[src/rtl/strobe_nibble_regs.sv]
module strobe_nibble_regs #(
  parameter int NREG       = 13,
  parameter int DW         = 8,
  parameter int READ_LIMIT = 8
) (
  input  logic               clk,
  input  logic               rst_n,
  input  logic               host_line_a_n,
  input  logic               host_line_b_n,
  input  logic [3:0]         host_nib_in,
  output logic [3:0]         host_nib_out,
  output logic               host_nib_oe,
  input  logic               frame_hold,
  output logic               pat_start,
  output logic               pat_active,
  output logic [NREG*DW-1:0] reg_flat
);
  localparam int NIBS = DW / 4;
  localparam int PW   = (NIBS > 1) ? $clog2(NIBS) : 1;
  localparam int AW   = 4;

  localparam logic [1:0] CMD_READ = 2'b11;
  localparam logic [1:0] CMD_ADDR = 2'b01;
  localparam logic [1:0] CMD_DATA = 2'b10;
  localparam logic [1:0] CMD_PAT  = 2'b00;

  logic [1:0]    a_sync, b_sync;
  logic [3:0]    bus_s1, bus_s2;
  logic [1:0]    cmd, cmd_q;
  logic [AW-1:0] addr_q;
  logic [PW-1:0] nib_q;
  logic [DW-1:0] regs [NREG];
  logic          new_cmd;
  logic          addr_ok;
  logic [DW-1:0] rd_word;

  always_ff @(posedge clk or negedge rst_n) begin
    if (!rst_n) begin
      a_sync <= 2'b11;
      b_sync <= 2'b11;
      bus_s1 <= '0;
      bus_s2 <= '0;
    end else begin
      a_sync <= {a_sync[0], host_line_a_n};
      b_sync <= {b_sync[0], host_line_b_n};
      bus_s1 <= host_nib_in;
      bus_s2 <= bus_s1;
    end
  end

  assign cmd     = {a_sync[1], b_sync[1]};
  assign new_cmd = (cmd != cmd_q);
  assign addr_ok = (int'(bus_s2) < NREG);

  always_ff @(posedge clk or negedge rst_n) begin
    if (!rst_n) begin
      cmd_q     <= CMD_READ;
      addr_q    <= '0;
      nib_q     <= '0;
      pat_start <= 1'b0;
      for (int k = 0; k < NREG; k++) regs[k] <= '0;
    end else begin
      cmd_q     <= cmd;
      pat_start <= new_cmd && (cmd == CMD_PAT);
      if (new_cmd && !frame_hold) begin
        if (cmd == CMD_ADDR && addr_ok) begin
          addr_q <= bus_s2;
          nib_q  <= '0;
        end else if (cmd == CMD_DATA) begin
          regs[addr_q][{nib_q, 2'b00} +: 4] <= bus_s2;
          nib_q <= (nib_q == PW'(NIBS - 1)) ? '0 : nib_q + 1'b1;
        end
      end
    end
  end

  assign rd_word      = regs[addr_q];
  assign host_nib_oe  = (cmd == CMD_READ);
  assign host_nib_out = (host_nib_oe && int'(addr_q) < READ_LIMIT)
                        ? rd_word[{nib_q, 2'b00} +: 4] : 4'h0;
  assign pat_active   = (cmd == CMD_PAT);

  for (genvar g = 0; g < NREG; g++) begin : g_export
    assign reg_flat[g*DW +: DW] = regs[g];
  end
endmodule

[config.mk]
export PLATFORM = sky130hd
export DESIGN_NAME = strobe_nibble_regs
export DESIGN_NICKNAME = d
export VERILOG_FILES = /design/src/rtl/strobe_nibble_regs.sv
export SDC_FILE = /design/constraint.sdc
export NUM_CORES = 1
export LEC_CHECK = 0
export ABC_AREA = 1
export BUFFER_PORTS_ARGS = -buffer_cell sky130_fd_sc_hd__buf_2
export CORE_ASPECT_RATIO = 0.5
export CORE_MARGIN = 8
export CORE_UTILIZATION = 50
export DETAILED_ROUTE_END_ITERATION = 8
export GPL_TIMING_DRIVEN = 0
export PLACE_DENSITY = 0.77
export SLEW_MARGIN = 40
export SYNTH_ARGS = -nofsm -noshare
export SYNTH_HDL_FRONTEND = slang
export SYNTH_SLANG_ARGS = --single-unit
[constraint.sdc]
create_clock -name clk -period 1.5 [get_ports clk]
set_input_delay 0.225 -clock clk [delete_from_list [all_inputs] [get_ports clk]]
set_output_delay 0.225 -clock clk [all_outputs]
set_load 0.005 [all_outputs]
Word-level counts from Yosys, hierarchy flattened
Cells that the tools add are included.
Word-level totals
  register bits: 124
  output and inout bits: 111
  logic and storage cells: 57
Operators by class
  add/subtract/negate cells: 2
  magnitude comparators: 4
  equality and inequality tests: 4
  shift-type cells: 3
  muxes and demuxes: 10
  bitwise gates (word level): 2
  reductions and logical operators: 11
Operators by type and width (number)
  bitwise mux 104 bit: 1
  binary-select mux 8 bit (select 4 bit): 1
  demux 8 bit (select 4 bit): 1
  two-way mux 8 bit: 3
  less-than comparator 4 bit, second input constant: 2
  variable shift 4 x 5 -> 8 bit, first input constant: 1
  variable part select 4 x 5 -> 8 bit: 1
  variable part select 8 x 4 -> 4 bit: 1
  greater-or-equal comparator 5 bit, second input constant: 1
  logical AND 1 bit: 5
  less-than comparator 5 x 1 -> 1 bit, second input constant: 1
  negator 3 -> 5 bit: 1
  NOT 4 -> 5 bit: 1
  equality test 2 bit, second input constant: 2
  two-way mux 4 bit: 1
  AND reduction 2 bit: 2
  two-way mux 1 bit: 3
  AND reduction 3 bit: 1
  equality test 2 x 1 -> 1 bit, second input constant: 1
  zero test 2 bit: 1
  != test 2 bit: 1
  nonzero test 2 bit: 1
  adder 1 bit, second input constant: 1
  zero test 1 bit: 1
  NOT 1 bit: 1

Longest topological paths before layout
Gate-level depths: netlist of the first run.
  depth after elaboration: 6
  gate-level depth with buffers: 11

Least setup slack after synthesis of the first run
Ideal clock, no wire load.
  path type: register to output
  from: register addr_q[0]
  to: output host_nib_out[2]
  arrival time: 1292 ps
  setup slack: -17 ps
  stages on the path, launching flop included: 12
  path through: dfrtp_1 > inv_1 > buf_2 > buf_2 > nand2_1 > nand2_1 > nand2_1 > nand2_1 > nand2_1 > nand2_1 > o21ai_0 > nor2_1
On the way
  word-level cells in the longest chain between the ends: 6
  elaborated cells on any way between the ends: 8
  classes of those cells: 1 x order compare; 1 x shift; 4 x mux; 1 x bitwise; 1 x reduce/logical
RTL lines
  start, declared: RTL line 30  | logic [AW-1:0] addr_q;
  start signal, assigned: RTL line 67  | addr_q <= bus_s2;
  NOT 4 -> 5 bit (implied by the code): RTL line 77  | assign rd_word = regs[addr_q];
  binary-select mux 8 bit (select 4 bit): RTL line 77
  two-way mux 8 bit (implied by the code) (2 in series): RTL line 77
  variable part select 8 x 4 -> 4 bit: RTL line 80  | ? rd_word[{nib_q, 2'b00} +: 4] : 4'h0;
  two-way mux 4 bit *: RTL line 80
  end, declared: RTL line 11  | output logic [3:0] host_nib_out,
Every way passes the cells marked *; elsewhere a longest branch is shown, timed or not. The select of a mux whose other input is x is not followed.

Final worst setup path of the first run
  from: register addr_q[0]
  to: output host_nib_out[3]
The elaborated chain is that of the path after synthesis.

==> impl_results.md, run 1 <==
- Result of the run: finished, violations left
- Violated checks: setup timing
- Number of violations reported at the end of detailed-routing iteration 0: 955
- CP max-delay cell: sky130_fd_sc_hd__dfrtp_2
- Clk Tree Root Cell: sky130_fd_sc_hd__clkbuf_16
- Number of H-tree levels: 4
- Max IR drop VDD: 873 uV
- Transition time at the pin with the least slew margin: 682 ps
- Total Routing Usage GR: 0.292
- Residual DRC count: 0
- Total negative setup slack: -28690 ps
- Total power per unit cell area: 1480 nW/um2
- Standby leakage power: 4.22 nW
- Cell chain of the critical path: buf_4, nor2_4, buf_6, nand3_1, nand2_1, inv_1, nand2_1, o21ai_2, nor2_1, buf_2
- Final Cycle Share: 1.60
- Worst EP arrival: 2180 ps
- Number of antenna violations at the first check in global routing: 0
- Number of sinks driven by the clock tree: 124
- Worst setup path category: reg -> out
- DIE WIDTH: 169 um
- Weighted congestion at the end of routability-driven global placement: 0.981
- Number of filler cells placed in the layout: 762
- Number of distinct library cell variants in the gate-level netlist after synthesis: 24
- Critical Path Fanout Max: 6
- Met1 Routed Length: 9.68 mm
- Total power of the final layout: 12.8 mW
- Global-route wire length before repair: 34.3 mm
- Type of destination of the critical path: output pin
- Routed WL per cell: 22.0 um
- Most used cells in the layout excluding fill and tap cells: sky130_fd_sc_hd__nand2_1, sky130_fd_sc_hd__buf_2, sky130_fd_sc_hd__dfrtp_1
- Nature of the critical path startpoint: flop
- Final Hold Viols: 0
- Number of placed cells counting well taps: 1016
- Fmax: 0.417 GHz
- Final count of pins violating max slew: 0
- 1st-pass router iterations: 9
- Final layout net count: 925
- Worst-case setup margin in the final layout: -900 ps
- Drt via density: 5.86
- Avg Cell Area, Syn: 7.98 um2
- Site row count: 28
- Uppermost signal routing layer after detailed routing: met5
- Number of max-capacitance violations reported: 0
- Area overhead of the layout relative to synthesis: 48.2%
- Maximum single-stage delay on the critical path: 460 ps
- Fraction of layout cells with a size suffix above 1: 0.403
- Port-buffer cells: 119
- Post-detailed-placement cell area: 6700 um2
- Worst-Skew Late Latency: 430 ps
- Class of the most critical hold timing path: in -> async
- RSZ-0062 raised after global routing: true
- Number of ports placed on the die boundary: 120
- Synth warnings: 0
- Setup violation total in the final timing report: 114
- Cts bufs inserted: 17
- Post-layout instance count excluding filler cells: 1094
- Inserted Diodes: 0
- Post-synthesis instance area: 5830 um2
- Shortest clock period the worst path allows after layout: 2400 ps
- Initial Utilization: 0.502
- Share of synthesized area occupied by flip-flops and latches: 0.534
- Most common library cell in the layout ignoring fill and taps: sky130_fd_sc_hd__nand2_1
- Final HPWL from detailed placement: 14.4 mm
- Routed WL: 24.1 mm
- Amount of wire on met3 after detailed routing: 3.50 mm
- GR Overflow Total: 0
- Vias: 6409
- Final antenna-violating net count: 0
- Relative max-transition margin: 0.545
- Number of synthesized register bits: 124
- Required time of the critical path: 1270 ps
- Clock transition at the registers of the reported paths: 60 ps
- Total met2 wirelength after detailed routing: 9.72 mm
- Die Span Y: 92.3 um
- Final non-filler cell area: 8630 um2
- Clock Skews: 6.82 ps
- Synth Instances: 730
- Cell mode on critical path: sky130_fd_sc_hd__nand2_1
- Largest net degree at the start of global routing: 59
- Core ar.: 11600 um2
- Maximum count of clock buffers along a single path: 2
- Die Outline Area: 15600 um2
- Number of global-route vias before repair: 6099
- TritonCTS clock tree: yes
- Number of nets in the synthesized netlist: 739
## metrics by stage
step                      setup WS [ps]  hold slack, ps  utilization
after global placement            -1330             331        0.572
after detailed placement           -661            57.6        0.578
after floorplan                    14.9           -70.6            -
after global routing               -946             231        0.744
final                              -900             202        0.744
after CTS                          -740             215        0.707
## metal layers
metal	track usage	vias up
li1	-	2743
met1	0.395	3000
met2	0.403	519
met3	0.120	145
met4	0.123	2
met5	0.0248	-
## critical path: cells and delay by family, from the launching register on
| kind | cells | cell delay, ps |
|---|---|---|
| AO/OA/AOI/OAI | 1 | 80 |
| buffers and inverters | 4 | 540 |
| flip-flops | 1 | 460 |
| AND/OR/NAND/NOR | 5 | 660 |
## logic make-up (layout without fill, tap and decap cells)
family,Yosys count,in the layout,share of synthesized area
XOR/XNOR,2,2,0.00301
AND/OR/NAND/NOR,429,429,0.314
flip-flops,124,124,0.534
buffers and inverters,52,251,0.0430
AO/OA/AOI/OAI,123,123,0.107
## worst paths after layout
path / from / to / slack (ps) / cells after the start
max reg2reg: addr_q[0]$_DFFE_PN0P_ / reg_flat[71]$_DFFE_PN0P_ / -390 / 10
min: rst_n / reg_flat[22]$_DFFE_PN0P_ / 200 / 2
min reg2reg: bus_s1[0]$_DFF_PN0_ / bus_s2[0]$_DFF_PN0_ / 350 / 0
min in group clk: frame_hold / reg_flat[19]$_DFFE_PN0P_ / 320 / 5
max: addr_q[0]$_DFFE_PN0P_ / host_nib_out[3] / -900 / 10
max in group asynchronous: rst_n / reg_flat[65]$_DFFE_PN0P_ / 490 / 4
## what timing repair did
item | 4_1_cts | 5_1_grt
resized for setup | 178 | 155
endpoints found under the hold margin | 76 | 0
cloned | 7 | 0
endpoints found under the setup margin | 114 | 114
pin swaps | 13 | 60
setup buffers | 21 | 15
hold buffers | 7 | 0
## Yosys cell counts, drive strengths merged
master / count / share of area
clkbuf: 10 / 0.0064
a21oi: 5 / 0.0049
nand2: 343 / 0.22
nand4: 8 / 0.0086
dfstp: 6 / 0.027
xnor2: 2 / 0.0030
nor2: 43 / 0.028
clkinv: 1 / 0.00064
dfrtp: 118 / 0.51
buf: 20 / 0.022
o21ai: 117 / 0.10
inv: 21 / 0.014
a31oi: 1 / 0.0011
nand3: 35 / 0.055
## report_power, final
| part | switching, mW | leakage [nW] | internal (mW) |
|---|---|---|---|
| registers | 0.548 | 1.66 | 3.83 |
| logic | 2.27 | 2.24 | 1.44 |
| clock network | 1.58 | 0.323 | 3.12 |
## flip-flops by register name, indices dropped and copies added, names as in the netlist
register / cells
bus_s1: 4
cmd_q: 2
addr_q: 4
reg_flat: 104
b_sync: 2
pat_start: 1
a_sync: 2
nib_q: 1
bus_s2: 4
## area by class of cell
type	count	area, um2	area share
buffer	30	315	0.0365
clock buffer	22	484	0.0561
clock inverter	10	184	0.0213
inverter	22	86.3	0.0100
multi-input combinational	554	3070	0.356
sequential	124	3110	0.361
tap	165	206	0.0239
timing repair buffer	167	1170	0.136
Power figures use the tool's default switching activity.
==> run 2, diff against run 1 <==
--- a/config.mk
+++ b/config.mk
@@ -5,14 +5,13 @@
 export SDC_FILE = /design/constraint.sdc
 export NUM_CORES = 1
 export LEC_CHECK = 0
-export ABC_AREA = 1
 export BUFFER_PORTS_ARGS = -buffer_cell sky130_fd_sc_hd__buf_2
 export CORE_ASPECT_RATIO = 0.5
 export CORE_MARGIN = 8
-export CORE_UTILIZATION = 50
+export CORE_UTILIZATION = 49
 export DETAILED_ROUTE_END_ITERATION = 8
 export GPL_TIMING_DRIVEN = 0
-export PLACE_DENSITY = 0.77
+export PLACE_DENSITY = 0.76
 export SLEW_MARGIN = 40
 export SYNTH_ARGS = -nofsm -noshare
 export SYNTH_HDL_FRONTEND = slang
==> run 2 against run 1 <==
Effect of this change: the flow still finishes with violations (setup timing); combinational power shrank 30%; synthesized cell count shrank 50%; clock skew grew 2.0 ps; register-to-register slack lost 200 ps; sequential share of layout area grew 4.8 points; die area shrank 5.4%; first-iteration DRC count shrank 74%; fmax shrank 2.7%; largest cell class unchanged; design area shrank 12%; sequential cell count is the same; critical path depth shrank 3.
==> impl_results.md, run 2 <==
- Result of the run: finished, violations left
- Violated checks: setup timing
- Worst setup path category: reg -> out
- Total power of the final layout: 11.2 mW
- Type of destination of the critical path: output pin
- Worst-case setup margin in the final layout: -967 ps
- Clock transition at the registers of the reported paths: 60 ps
- Setup violation total in the final timing report: 114
- Number of global-route vias before repair: 4182
- Combinational fraction of design power: 0.231
- Clk Tree Root Cell: sky130_fd_sc_hd__clkbuf_16
- Inserted Diodes: 0
- Total negative setup slack: -53050 ps
- Initial Utilization: 0.495
- Most frequently used cell type in the post-synthesis netlist: sky130_fd_sc_hd__dfrtp_1
- Clock Skews: 8.82 ps
- Share of the synthesized area in the top cell type: 0.552
- Cell mode on critical path: sky130_fd_sc_hd__buf_6
- Class of the most critical hold timing path: in -> async
- TritonCTS clock tree: yes
- Largest area contributor in the netlist: sky130_fd_sc_hd__dfrtp_1
- Most common library cell in the layout ignoring fill and taps: sky130_fd_sc_hd__buf_2
- Area overhead of the layout relative to synthesis: 42.3%
- Commonest cells in the netlist: sky130_fd_sc_hd__dfrtp_1, sky130_fd_sc_hd__mux2_2, sky130_fd_sc_hd__nand2_1, sky130_fd_sc_hd__clkbuf_1, sky130_fd_sc_hd__nor2_1
- Total power per unit cell area: 1460 nW/um2
- Fraction of layout cells with a size suffix above 1: 0.668
- 1st-pass router iterations: 4
- Vias: 3875
- Share of synthesized area occupied by flip-flops and latches: 0.581
- Die Span Y: 89.9 um
- Number of antenna violations at the first check in global routing: 0
- Drt via density: 5.62
- Final Hold Viols: 0
- Worst EP arrival: 2240 ps
- Die Outline Area: 14700 um2
- Largest net degree at the start of global routing: 77
- Number of H-tree levels: 4
- Number of distinct library cell variants in the gate-level netlist after synthesis: 32
- Fmax: 0.405 GHz
- Final HPWL from detailed placement: 10.0 mm
- Synth async-reset ratio: 1.00
- Flip-flop cell with the highest count after synthesis: sky130_fd_sc_hd__dfrtp_1
- Number of synthesized register bits: 124
- Number of sinks driven by the clock tree: 124
- Cts bufs inserted: 17
- Core ar.: 10800 um2
- Leading cell types by total area after synthesis: sky130_fd_sc_hd__dfrtp_1, sky130_fd_sc_hd__mux2_2, sky130_fd_sc_hd__mux4_2
- Routed WL per cell: 23.0 um
- Power spent charging and discharging nets: 3.21 mW
- Worst hold margin: 309 ps
- Final layout net count: 541
- Maximum count of clock buffers along a single path: 2
- Synth warnings: 0
- Seq pwr share: 0.387
- Number of ports placed on the die boundary: 120
- Number of violations reported at the end of detailed-routing iteration 0: 245
- Final Cycle Share: 1.64
- Avg Cell Area, Syn: 14.6 um2
- Shortest clock period the worst path allows after layout: 2470 ps
- Setup slack, reg-to-reg: -590 ps
- Internal power: 7.94 mW
- Weighted congestion at the end of routability-driven global placement: 0.873
- DIE WIDTH: 164 um
- Final count of pins violating max slew: 0
- Required time of the critical path: 1270 ps
- Critical path buffer and inverter count: 3
- Number of nets in the synthesized netlist: 376
- Top delay family on crit path: multiplexers
- Max IR drop VDD: 936 uV
- Most used cells in the layout excluding fill and tap cells: sky130_fd_sc_hd__buf_2, sky130_fd_sc_hd__dfrtp_1, sky130_fd_sc_hd__mux2_4
- Number of enable-type register cells in the synthesized netlist: 0
- Post-synthesis instance area: 5350 um2
- Flip-flop count of the largest register after layout: 104
- Port-buffer cells: 119
- Global-route wire length before repair: 24.3 mm
- Nature of the critical path startpoint: flop
- CP max-delay cell: sky130_fd_sc_hd__mux4_2
- RSZ-0062 raised after global routing: true
- Total Routing Usage GR: 0.215
- Cell chain of the critical path: buf_6, buf_6, mux4_2, mux2i_1, nand3_1, and3_4, buf_6
- Synth Instances: 367
- Routed WL: 15.9 mm
- Critical Path Fanout Max: 4
- Fraction of power spent switching nets: 0.288
- Site row count: 27
- Transition time at the pin with the least slew margin: 754 ps
- GR Overflow Total: 0
- Standby leakage power: 3.87 nW
- Worst-Skew Late Latency: 420 ps
- Relative max-transition margin: 0.498
- Maximum single-stage delay on the critical path: 520 ps
- Residual DRC count: 0
- Clock network fraction of design power: 0.382
- Number of max-capacitance violations reported: 0
- Final antenna-violating net count: 0
[run 2: power groups by stage]
stage | Sequential (mW) | Clock [mW] | Combinational (mW)
floorplan | 4.27 | 0 | 1.20
global placement | 4.28 | 0 | 2.10
detailed placement | 4.31 | 0 | 2.16
CTS | 4.29 | 4.29 | 2.45
global route | 4.38 | 4.45 | 2.75
finish | 4.32 | 4.26 | 2.58
[run 2: per-stage QoR]
stage | instance area, um2 | utilization | setup slack (ps) | cells
detailed placement | 6260 | 0.580 | -587 | 632
global placement | 6230 | 0.576 | -1380 | 631
CTS | 7420 | 0.686 | -913 | 681
global route | 7610 | 0.704 | -1030 | 690
finish | 7610 | 0.704 | -967 | 690
floorplan | 5450 | - | -426 | 367
[run 2: kinds of logic after synthesis]
group | count (synthesis) | share of synthesized area
multiplexers | 132 | 0.301
AO/OA/AOI/OAI | 12 | 0.0161
buffers and inverters | 25 | 0.0189
flip-flops | 124 | 0.581
AND/OR/NAND/NOR | 74 | 0.0825
[run 2: path summary, 6_finish.rpt]
kind / startpoint / end / cells past startpoint
worst max-delay path: addr_q[0]$_DFFE_PN0P_ / host_nib_out[3] / 7
worst min-delay path: rst_n / reg_flat[12]$_DFFE_PN0P_ / 2
worst max register to register: a_sync[1]$_DFF_PN1_ / reg_flat[4]$_DFFE_PN0P_ / 8
worst min register to register: bus_s1[0]$_DFF_PN0_ / bus_s2[0]$_DFF_PN0_ / 0
max in group asynchronous: rst_n / cmd_q[0]$_DFF_PN1_ / 3
min in group clk: frame_hold / nib_q$_DFFE_PN0P_ / 5
[run 2: cell type report]
class                           instances  area [um2]
Clock buffer                           19         453
Inverter                                2        7.51
Sequential cell                       124        3120
Tap cell                              145         181
Timing Repair Buffer                  150         965
Fill cell                             677        3200
Buffer                                 19         115
Multi-Input combinational cell        218        2610
Clock inverter                         13         168
[run 2: timing repair]
action	4_1_cts	5_1_grt
endpoints found under the hold margin	51	0
gates resized for setup	88	29
pin swaps	23	16
setup endpoints to repair	113	115
buffers inserted	14	9
hold buffers	7	0
[run 2: per-layer routing]
metal	up-vias	part of all wire	global-route usage
met2	131	0.50	0.347
met3	23	0.066	0.0696
met1	2066	0.42	0.265
met4	0	0.018	0.0797
li1	1655	-	-
met5	-	0	0
==> run 3, diff against run 2 <==
--- a/config.mk
+++ b/config.mk
@@ -5,7 +5,7 @@
 export SDC_FILE = /design/constraint.sdc
 export NUM_CORES = 1
 export LEC_CHECK = 0
-export BUFFER_PORTS_ARGS = -buffer_cell sky130_fd_sc_hd__buf_2
+export BUFFER_PORTS_ARGS = -buffer_cell sky130_fd_sc_hd__clkbuf_2
 export CORE_ASPECT_RATIO = 0.5
 export CORE_MARGIN = 8
 export CORE_UTILIZATION = 49
==> run 3 against run 2 <==
Effect of this change: the flow still finishes with violations (setup timing); clock power is 5.9% lower; register-to-register slack lost 20 ps; die area did not move; cell count rose by 0.72%; hold slack got worse by 41 ps; sequential cell count is the same; worst setup slack better by 18 ps; non-clock buffer count up 5; highest routed layer unchanged; count of clock-buffer cells in the layout decreased by 1; sequential share of layout area hardly changed; routed wire length down 1.5%; global-route usage is 0.54 points lower.
==> impl_results.md, run 3 (synthesis results as in run 2) <==
- Clk Tree Root Cell: sky130_fd_sc_hd__clkbuf_16
- Number of max-capacitance violations reported: 0
- Top delay family on crit path: multiplexers
- Worst hold margin: 268 ps
- Worst EP arrival: 2220 ps
- Nature of the critical path startpoint: flop
- Site row count: 27
- Final count of pins violating max slew: 0
- Clock Skews: 10.2 ps
- Relative max-transition margin: 0.510
- Largest net degree at the start of global routing: 56
- Final Cycle Share: 1.63
- Final HPWL from detailed placement: 10.0 mm
- Worst setup path category: reg -> out
- Initial Utilization: 0.495
- Number of antenna violations at the first check in global routing: 0
- Setup WS pre-CTS: -581 ps
- Core ar.: 10800 um2
- Result of the run: finished, violations left
- Worst-case setup margin in the final layout: -949 ps
- RSZ-0062 raised after global routing: true
- Cts bufs inserted: 17
- Most used cells in the layout excluding fill and tap cells: sky130_fd_sc_hd__clkbuf_2, sky130_fd_sc_hd__dfrtp_1, sky130_fd_sc_hd__mux2_4
- Final antenna-violating net count: 0
- Final layout net count: 546
- Number of violations reported at the end of detailed-routing iteration 0: 226
- Maximum count of clock buffers along a single path: 2
- Vias: 3870
- Number of sinks driven by the clock tree: 124
- Routed WL per cell: 22.5 um
- TritonCTS clock tree: yes
- Drt via density: 5.57
- Standby leakage power: 3.83 nW
- CP max-delay cell: sky130_fd_sc_hd__mux4_2
- Fmax: 0.408 GHz
- GR Overflow Total: 0
- Fraction of layout cells with a size suffix above 1: 0.669
- Clock transition at the registers of the reported paths: 60 ps
- Violated checks: setup timing
- Inserted Diodes: 0
- Class of the most critical hold timing path: in -> async
- Post-layout instance count excluding filler cells: 695
- Residual DRC count: 0
- Most common library cell in the layout ignoring fill and taps: sky130_fd_sc_hd__clkbuf_2
- Final Hold Viols: 0
- Number of filler cells placed in the layout: 687
- Max IR drop VDD: 796 uV
- Routed WL: 15.6 mm
- 1st-pass router iterations: 4
- Number of H-tree levels: 4
- Total negative setup slack: -54920 ps
- Number of placed cells counting well taps: 633
- Port-buffer cells: 119
- Global-route wire length before repair: 23.9 mm
- Number of global-route vias before repair: 4109
- Weighted congestion at the end of routability-driven global placement: 0.865
- Die Outline Area: 14700 um2
- Transition time at the pin with the least slew margin: 735 ps
- Worst-Skew Late Latency: 420 ps
- DIE WIDTH: 164 um
- Setup violation total in the final timing report: 111
- Area overhead of the layout relative to synthesis: 42.2%
- Flip-flop count of the largest register after layout: 104
- Type of destination of the critical path: output pin
- Maximum single-stage delay on the critical path: 510 ps
- Total Routing Usage GR: 0.209
- Required time of the critical path: 1270 ps
- Number of ports placed on the die boundary: 120
- Total power per unit cell area: 1430 nW/um2
- Total power of the final layout: 10.9 mW
- Critical path buffer and inverter count: 3
- Critical Path Fanout Max: 8
- Cell chain of the critical path: buf_6, buf_12, mux4_2, mux2i_1, nand3_1, and3_4, clkbuf_2
- Shortest clock period the worst path allows after layout: 2450 ps
- Die Span Y: 89.9 um
## run 3: cell types whose count changed in the layout (fill, tap and decap cells not counted), moves of 2 or more
cell,before,now
sky130_fd_sc_hd__nand2_8,2,0
sky130_fd_sc_hd__buf_4,10,15
sky130_fd_sc_hd__nor2b_1,2,4
sky130_fd_sc_hd__buf_2,119,4
sky130_fd_sc_hd__buf_6,17,15
sky130_fd_sc_hd__nand2_4,7,9
sky130_fd_sc_hd__clkbuf_2,3,117
sky130_fd_sc_hd__inv_6,0,4
sky130_fd_sc_hd__bufinv_16,3,1
sky130_fd_sc_hd__nor2b_2,3,1
## run 3: area by class of cell
class / count / area (um2) / area share
Clock buffer: 18 / 439 / 0.0577
Tap cell: 145 / 181 / 0.0238
Sequential cell: 124 / 3120 / 0.409
Buffer: 19 / 125 / 0.0164
Clock inverter: 14 / 138 / 0.0181
Multi-Input combinational cell: 218 / 2600 / 0.341
Inverter: 2 / 7.51 / 0.000987
Timing Repair Buffer: 155 / 1000 / 0.132
## run 3: power breakdown
part           leakage, nW  switching [mW]  internal, mW
clock network        0.272            1.65          2.36
registers             1.65           0.445          3.88
logic                 1.91            1.18          1.38
total                 3.83            3.28          7.62
## run 3: per-stage QoR
stage | utilization | cell area, um2
3_3_place_gp | 0.576 | 6230
5_1_grt | 0.704 | 7610
2_1_floorplan | - | 5450
3_5_place_dp | 0.581 | 6280
4_1_cts | 0.688 | 7440
6_report | 0.704 | 7610
## run 3: repair_timing
action / CTS / global route
setup buffers: 19 / 8
hold buffers: 7 / 0
hold endpoints to repair: 41 / 0
resized for setup: 90 / 32
endpoints found under the setup margin: 114 / 115
gates cloned: 0 / 1
pin swaps: 24 / 18
## run 3: routing by layer
layer | up-vias | GRT usage | wire (um)
li1 | 1675 | - | -
met1 | 1998 | 0.268 | 6770
met2 | 159 | 0.337 | 7480
met3 | 38 | 0.0628 | 1040
met4 | 0 | 0.0654 | 338
met5 | - | 0 | 0
## run 3: path summary, 6_finish.rpt
check / from / endpoint / slack (ps) / depth (start not counted)
setup reg to reg: a_sync[1]$_DFF_PN1_ / reg_flat[57]$_DFFE_PN0P_ / -610 / 5
hold / removal: rst_n / bus_s2[2]$_DFF_PN0_ / 270 / 2
max in group asynchronous: rst_n / reg_flat[0]$_DFFE_PN0P_ / 400 / 4
min in group clk: frame_hold / addr_q[0]$_DFFE_PN0P_ / 310 / 4
setup / recovery: addr_q[0]$_DFFE_PN0P_ / host_nib_out[2] / -950 / 7
hold reg to reg: bus_s1[1]$_DFF_PN0_ / bus_s2[1]$_DFF_PN0_ / 350 / 0
